$ cat config.mk
export PLATFORM = sky130hd
export DESIGN_NAME = cam_cascade_flags
export DESIGN_NICKNAME = d
export VERILOG_FILES = /design/src/rtl/cfc_pkg.sv /design/src/rtl/cfc_strobe_fsm.sv /design/src/rtl/cfc_hit_history.sv /design/src/rtl/cfc_enable_bank.sv /design/src/rtl/cam_cascade_flags.sv
export SDC_FILE = /design/constraint.sdc
export NUM_CORES = 1
export LEC_CHECK = 0
export CAP_MARGIN = 20
export CORE_UTILIZATION = 35
export CTS_BUF_LIST = sky130_fd_sc_hd__clkbuf_2
export DETAILED_ROUTE_END_ITERATION = 6
export SYNTH_ARGS = -nofsm -noshare
export SYNTH_HDL_FRONTEND = slang
export SYNTH_HIERARCHICAL = 1
export SYNTH_SLANG_ARGS = --single-unit
$ cat constraint.sdc
create_clock -name clk -period 2.67 [get_ports clk]
set_input_delay 0.534 -clock clk [delete_from_list [all_inputs] [get_ports clk]]
set_output_delay 0.534 -clock clk [all_outputs]
set_load 0.1 [all_outputs]
$ cat src/rtl/cfc_pkg.sv
package cfc_pkg;
    typedef enum logic [1:0] {
        ST_IDLE    = 2'd0,
        ST_LOW_OFF = 2'd1,
        ST_LOW_ON  = 2'd2,
        ST_SHOW    = 2'd3
    } chain_state_e;

    localparam int MULTI_THRESHOLD = 2;
endpackage

$ cat src/rtl/cfc_strobe_fsm.sv
module cfc_strobe_fsm
    import cfc_pkg::*;
(
    input  logic clk,
    input  logic rst_n,
    input  logic cyc_n,
    input  logic chain_en_n,
    input  logic set_chg,
    output logic show,
    output logic commit
);
    chain_state_e state, state_nx;
    logic cyc_q;
    logic fall, rise;

    always_ff @(posedge clk or negedge rst_n) begin
        if (!rst_n) cyc_q <= 1'b1;
        else        cyc_q <= cyc_n;
    end

    assign fall = cyc_q & ~cyc_n;
    assign rise = ~cyc_q & cyc_n;

    // next state
    always_comb begin
        state_nx = state;
        if (set_chg) begin
            state_nx = ST_IDLE;
        end else begin
            unique case (state)
                ST_IDLE, ST_SHOW: if (fall) state_nx = chain_en_n ? ST_LOW_OFF : ST_LOW_ON;
                ST_LOW_OFF:       if (rise) state_nx = ST_IDLE;
                ST_LOW_ON:        if (rise) state_nx = ST_SHOW;
                default:          state_nx = ST_IDLE;
            endcase
        end
    end

    // state register
    always_ff @(posedge clk or negedge rst_n) begin
        if (!rst_n) state <= ST_IDLE;
        else        state <= state_nx;
    end

    // outputs
    always_comb begin
        show   = 1'b0;
        commit = 1'b0;
        unique case (state)
            ST_IDLE:    ;
            ST_LOW_OFF: commit = rise & ~set_chg;
            ST_LOW_ON:  commit = rise & ~set_chg;
            ST_SHOW:    show = 1'b1;
            default:    ;
        endcase
    end
endmodule

$ cat src/rtl/cfc_hit_history.sv
module cfc_hit_history
    import cfc_pkg::*;
#(
    parameter int CW = 4
) (
    input  logic          clk,
    input  logic          rst_n,
    input  logic          commit,
    input  logic          cmp_done,
    input  logic          set_chg,
    input  logic [CW-1:0] hit_count,
    output logic          any_cur,
    output logic          dev_match_n,
    output logic          multi_match_n
);
    localparam logic [CW-1:0] MULTI = CW'(MULTI_THRESHOLD);

    logic [CW-1:0] cur_q, prev_q;

    always_ff @(posedge clk or negedge rst_n) begin
        if (!rst_n) begin
            cur_q  <= '0;
            prev_q <= '0;
        end else if (set_chg) begin
            cur_q  <= '0;
            prev_q <= '0;
        end else if (commit && cmp_done) begin
            prev_q <= cur_q;
            cur_q  <= hit_count;
        end
    end

    assign any_cur       = (cur_q != '0);
    assign dev_match_n   = ~((cur_q != '0) | (prev_q != '0));
    assign multi_match_n = ~((cur_q >= MULTI) | (prev_q >= MULTI));
endmodule

$ cat src/rtl/cfc_enable_bank.sv
module cfc_enable_bank #(
    parameter int NSETS = 2,
    parameter int SW    = 1
) (
    input  logic          clk,
    input  logic          rst_n,
    input  logic          cfg_we,
    input  logic [SW-1:0] cfg_idx,
    input  logic          cfg_match_en,
    input  logic          cfg_full_en,
    input  logic [SW-1:0] act_sel,
    output logic          match_en,
    output logic          full_en,
    output logic          set_chg
);
    logic [NSETS-1:0] men_q, fen_q;
    logic [SW-1:0]    act_q;

    for (genvar g = 0; g < NSETS; g++) begin : g_set
        always_ff @(posedge clk or negedge rst_n) begin
            if (!rst_n) begin
                men_q[g] <= 1'b1;
                fen_q[g] <= 1'b1;
            end else if (cfg_we && (cfg_idx == SW'(g))) begin
                men_q[g] <= cfg_match_en;
                fen_q[g] <= cfg_full_en;
            end
        end
    end

    always_ff @(posedge clk or negedge rst_n) begin
        if (!rst_n) act_q <= '0;
        else        act_q <= act_sel;
    end

    assign set_chg = (act_sel != act_q);

    always_comb begin
        match_en = 1'b0;
        full_en  = 1'b0;
        for (int i = 0; i < NSETS; i++) begin
            if (act_q == SW'(i)) begin
                match_en = men_q[i];
                full_en  = fen_q[i];
            end
        end
    end
endmodule

$ cat src/rtl/cam_cascade_flags.sv
module cam_cascade_flags #(
    parameter int CW    = 4,
    parameter int NSETS = 2,
    localparam int SW   = (NSETS > 1) ? $clog2(NSETS) : 1
) (
    input  logic          clk,
    input  logic          rst_n,
    input  logic          cyc_n,
    input  logic          chain_en_n,
    input  logic          up_match_n,
    input  logic          up_full_n,
    input  logic          cmp_done,
    input  logic [CW-1:0] hit_count,
    input  logic          has_empty,
    input  logic          cfg_we,
    input  logic [SW-1:0] cfg_idx,
    input  logic          cfg_match_en,
    input  logic          cfg_full_en,
    input  logic [SW-1:0] act_sel,
    output logic          sys_match_n,
    output logic          dev_match_n,
    output logic          multi_match_n,
    output logic          full_n
);
    logic show, commit, set_chg, match_en, full_en, any_cur;

    cfc_enable_bank #(.NSETS(NSETS), .SW(SW)) u_bank (
        .clk(clk), .rst_n(rst_n), .cfg_we(cfg_we), .cfg_idx(cfg_idx),
        .cfg_match_en(cfg_match_en), .cfg_full_en(cfg_full_en),
        .act_sel(act_sel), .match_en(match_en), .full_en(full_en),
        .set_chg(set_chg)
    );

    cfc_strobe_fsm u_fsm (
        .clk(clk), .rst_n(rst_n), .cyc_n(cyc_n), .chain_en_n(chain_en_n),
        .set_chg(set_chg), .show(show), .commit(commit)
    );

    cfc_hit_history #(.CW(CW)) u_hist (
        .clk(clk), .rst_n(rst_n), .commit(commit), .cmp_done(cmp_done),
        .set_chg(set_chg), .hit_count(hit_count), .any_cur(any_cur),
        .dev_match_n(dev_match_n), .multi_match_n(multi_match_n)
    );

    assign sys_match_n = show ? (match_en ? (up_match_n & ~any_cur) : up_match_n) : 1'b1;
    assign full_n      = full_en ? (up_full_n | has_empty) : up_full_n;
endmodule

==> results.md <==
* Status: complete, no violations
* Worst setup SP type: flop
* Via count at 638
* DRT antenna net count at 0
* Worst-Margin Slew at around 0.70 ns
* Initial antenna violation count at 0
* Cell Area, Synth at slightly below 900 um^2
* CTS Buf Count at 3
* Cell Int Power at 405 uW
* WHS at between 0.5 and 0.6 ns
* Layout area overhead at 36.4%
* Post-DP HPWL at approximately 1.3 mm
* Avg Cell Area, Syn at 11.8 um^2
* H-tree levels at 1
* Setup-failing EPs final at 0
* Top FF cell, synth: dfrtp_1
* Post-synth ARST share at 1.00
* Clk_lat worst skew at 0.28 ns
* Vias in the first global route at 657
* Routed WL at between 1.5 and 2 mm
* Largest net degree at the start of global routing at 17
* Slew headroom at 0.533
* Initial core utilization at 0.382
* Cts hold-fix bufs at 0
* #FFs+latches synth at 16
* Highest Clock Rate at 434 MHz
* Routed len/inst at 13.0 um
* Net Count, Synth at 94
* Layout Utilization at 0.521
* Largest fanout on the critical path at 3
* Total gr overflow at 0
* Ant. Diodes at 0
* Leakage at 0.510 nW
* Final RePlAce weighted congestion at 0.739
* RSZ-0062 raised after global routing: false
* Max incr delay on CP at 0.57 ns
* Sw frac at 0.329
* Ranking of synthesized cells by area: dfrtp_1 (32%), dfstp_2 (15%), nand2b_1 (6.5%)
* CTS root buffer: clkbuf_2
* Fin Clk Skew at 0.00490 ns
* Setup CP Type: flop to primary output
* Vias per cell at 5.06
* NetSw at 199 uW
* Cell Rows at 17
* Clock share of power at 0.175
* Final Hold Viols at 0
* Worst-case clock buffer depth at 2
* CP Buf/Inv Count at 1
* Synth area leader: dfrtp_1
* Worst hold path type: flop to flop
* Share of cells above drive strength 1 at 0.276
* Drt drc at 0
* Reg clk slew, reported paths at 0.15 ns
* Fin crit share at 0.864
* Crit path DAT at around 1.8 ns
* Max-slew violation count at 0
* Chip Height at 51.8 um
* CP Data Required Time at 2.14 ns
* Setup Buffers After CTS at 0
* Die area at between 2000 and 3000 um^2
* Top-count cell post-synth: dfrtp_1
* Buffers on Ports at 20
* Final instance area at around 1200 um^2
* # Max-Cap Violations at 0
* TritonCTS clock tree: done
* Flop pwr share at 0.471
* CTS sink cnt at 16
* Post_cts resized at 0
* DRT Pass-1 Iters at 4
* Initial DRC count at 5
* Post-synth top cells: dfrtp_1 (11), nand2b_1 (9), dfstp_2 (5)
* CP top delay family: simple AND/OR/NAND/NOR gates
* Power per cell area at between 500 and 600 nW/um^2
* Sequential fraction of the synthesis area at 0.468
* Placed cells at around 120
* First-pass GRT wire length at 2.79 mm
* Final nets at roughly 120
* Setup total negative slack at 0 ns
* R2R setup slack at 0.93 ns
* Area post-placement at 1170 um^2
* Core box area at between 2000 and 2500 um^2
* Post-Layout Cell Count at 126
* Synth cell types at 33
* Peak supply drop at 0.000254 V
* YS warnings at 6
* Combinational fraction of design power at 0.354
* Critical path's slowest cell: or4_4
* Fin crit period at 2.31 ns
* Worst Setup End Kind: primary output
* Die width at approximately 52 um
* Post-synth top area share at 0.317
* Overall routing resource usage at 0.142
* Mapped Cells at 74
* # IOs at 21
* Post-synth EDFFs at 0
* Crit path cell chain: or4_4 -> a21bo_1 -> nand2_1 -> buf_12
-- power by group through the flow --
| stage | sequential (mW) | combinational [mW] | clock (mW) |
|---|---|---|---|
| final | 0.285 | 0.214 | 0.106 |
| after global routing | 0.289 | 0.232 | 0.124 |
| after CTS | 0.286 | 0.216 | 0.114 |
| after detailed placement | 0.290 | 0.215 | 0 |
| after global placement | 0.289 | 0.211 | 0 |
| after floorplan | 0.286 | 0.143 | 0 |
-- worst paths after layout --
path	end	start	cells after the start
worst max-delay path	sys_match_n	u_hist/cur_q[2]$_DFFE_PN0P_	4
worst min-delay path	u_hist/prev_q[3]$_DFFE_PN0P_	u_hist/prev_q[3]$_DFFE_PN0P_	2
worst max register to register	u_hist/prev_q[0]$_DFFE_PN0P_	u_fsm/state[0]$_DFFE_PN0P_	6
worst min register to register	u_hist/prev_q[3]$_DFFE_PN0P_	u_hist/prev_q[3]$_DFFE_PN0P_	2
max in group asynchronous	u_hist/prev_q[0]$_DFFE_PN0P_	rst_n	1
min in group asynchronous	u_hist/prev_q[3]$_DFFE_PN0P_	rst_n	1
-- cell families (layout without fill, tap and decap cells) --
group | Yosys count | count (layout) | share of synthesized area
buf+inv | 4 | 28 | 0.0173
xor+xnor | 1 | 1 | 0.0101
compound gates | 11 | 11 | 0.0907
simple gates | 29 | 29 | 0.247
mux | 10 | 10 | 0.124
flops | 16 | 16 | 0.468
fa+ha+maj | 3 | 3 | 0.0432
-- layout by cell type, fill, tap and decap left out --
| master | n |
|---|---|
| mux2i_1 | 4 |
| buf_4 | 2 |
| nand3b_1 | 1 |
| or4_4 | 1 |
| nand4b_1 | 4 |
| nor4_2 | 1 |
| nor2_1 | 1 |
| ha_1 | 3 |
| dfrtp_1 | 11 |
| nand2_1 | 2 |
| clkdlybuf4s50_1 | 16 |
| or2b_1 | 1 |
| nor2_2 | 1 |
| a21bo_1 | 1 |
| nor3_2 | 1 |
| nand2b_4 | 1 |
| a211oi_1 | 1 |
| xor2_1 | 1 |
| a21o_1 | 1 |
| nor3_1 | 1 |
| mux2_1 | 2 |
| nor2b_4 | 1 |
| or3_1 | 1 |
| o21ai_0 | 4 |
| a21oi_1 | 2 |
| and2_1 | 1 |
| clkinv_1 | 1 |
| nand2_2 | 1 |
| mux2_2 | 4 |
| a2111oi_2 | 1 |
| clkbuf_2 | 3 |
| nand2b_1 | 9 |
| buf_12 | 4 |
| inv_1 | 2 |
| dfstp_2 | 5 |
| nor4_4 | 1 |
| a211o_1 | 1 |
-- metrics by stage --
step / setup slack [ns] / power [mW]
after floorplan: -0.0195 / 0.429
after global placement: 0.632 / 0.500
after detailed placement: 0.638 / 0.505
after CTS: 0.332 / 0.615
after global routing: 0.267 / 0.645
final: 0.364 / 0.604
-- registers in the layout, summed over array words and instances (netlist names) --
register	cells
u_bank/fen_q	2
u_fsm/cyc_q	1
u_fsm/state	2
u_hist/prev_q	4
u_bank/men_q	2
u_bank/act_q	1
u_hist/cur_q	4
-- worst reg2reg max path, delay by kind of cell, from the launching register on --
kind | cells | cell delay [ns]
adder cells (fa/ha/maj) | 1 | 0.36
flip-flops | 1 | 0.42
buffers and inverters | 2 | 0.23
AND/OR/NAND/NOR | 2 | 0.47
multiplexers | 1 | 0.20
-- area by class of cell --
class	count	area (um^2)
clock buffer	3	15.0
clock inverter	1	3.75
fill	214	1090
inverter	2	7.51
multi-input combinational	54	463
sequential	16	407
tap	28	35.0
timing repair buffer	22	255
-- metal layers --
| layer | track usage | vias up | share of wire |
|---|---|---|---|
| met5 | 0 | - | 0 |
| met4 | 0.0676 | 0 | 0 |
| met3 | 0.0292 | 0 | 0.067 |
| met2 | 0.226 | 18 | 0.48 |
| met1 | 0.182 | 310 | 0.45 |
| li1 | - | 310 | - |
(Power assumes the default switching activity.)
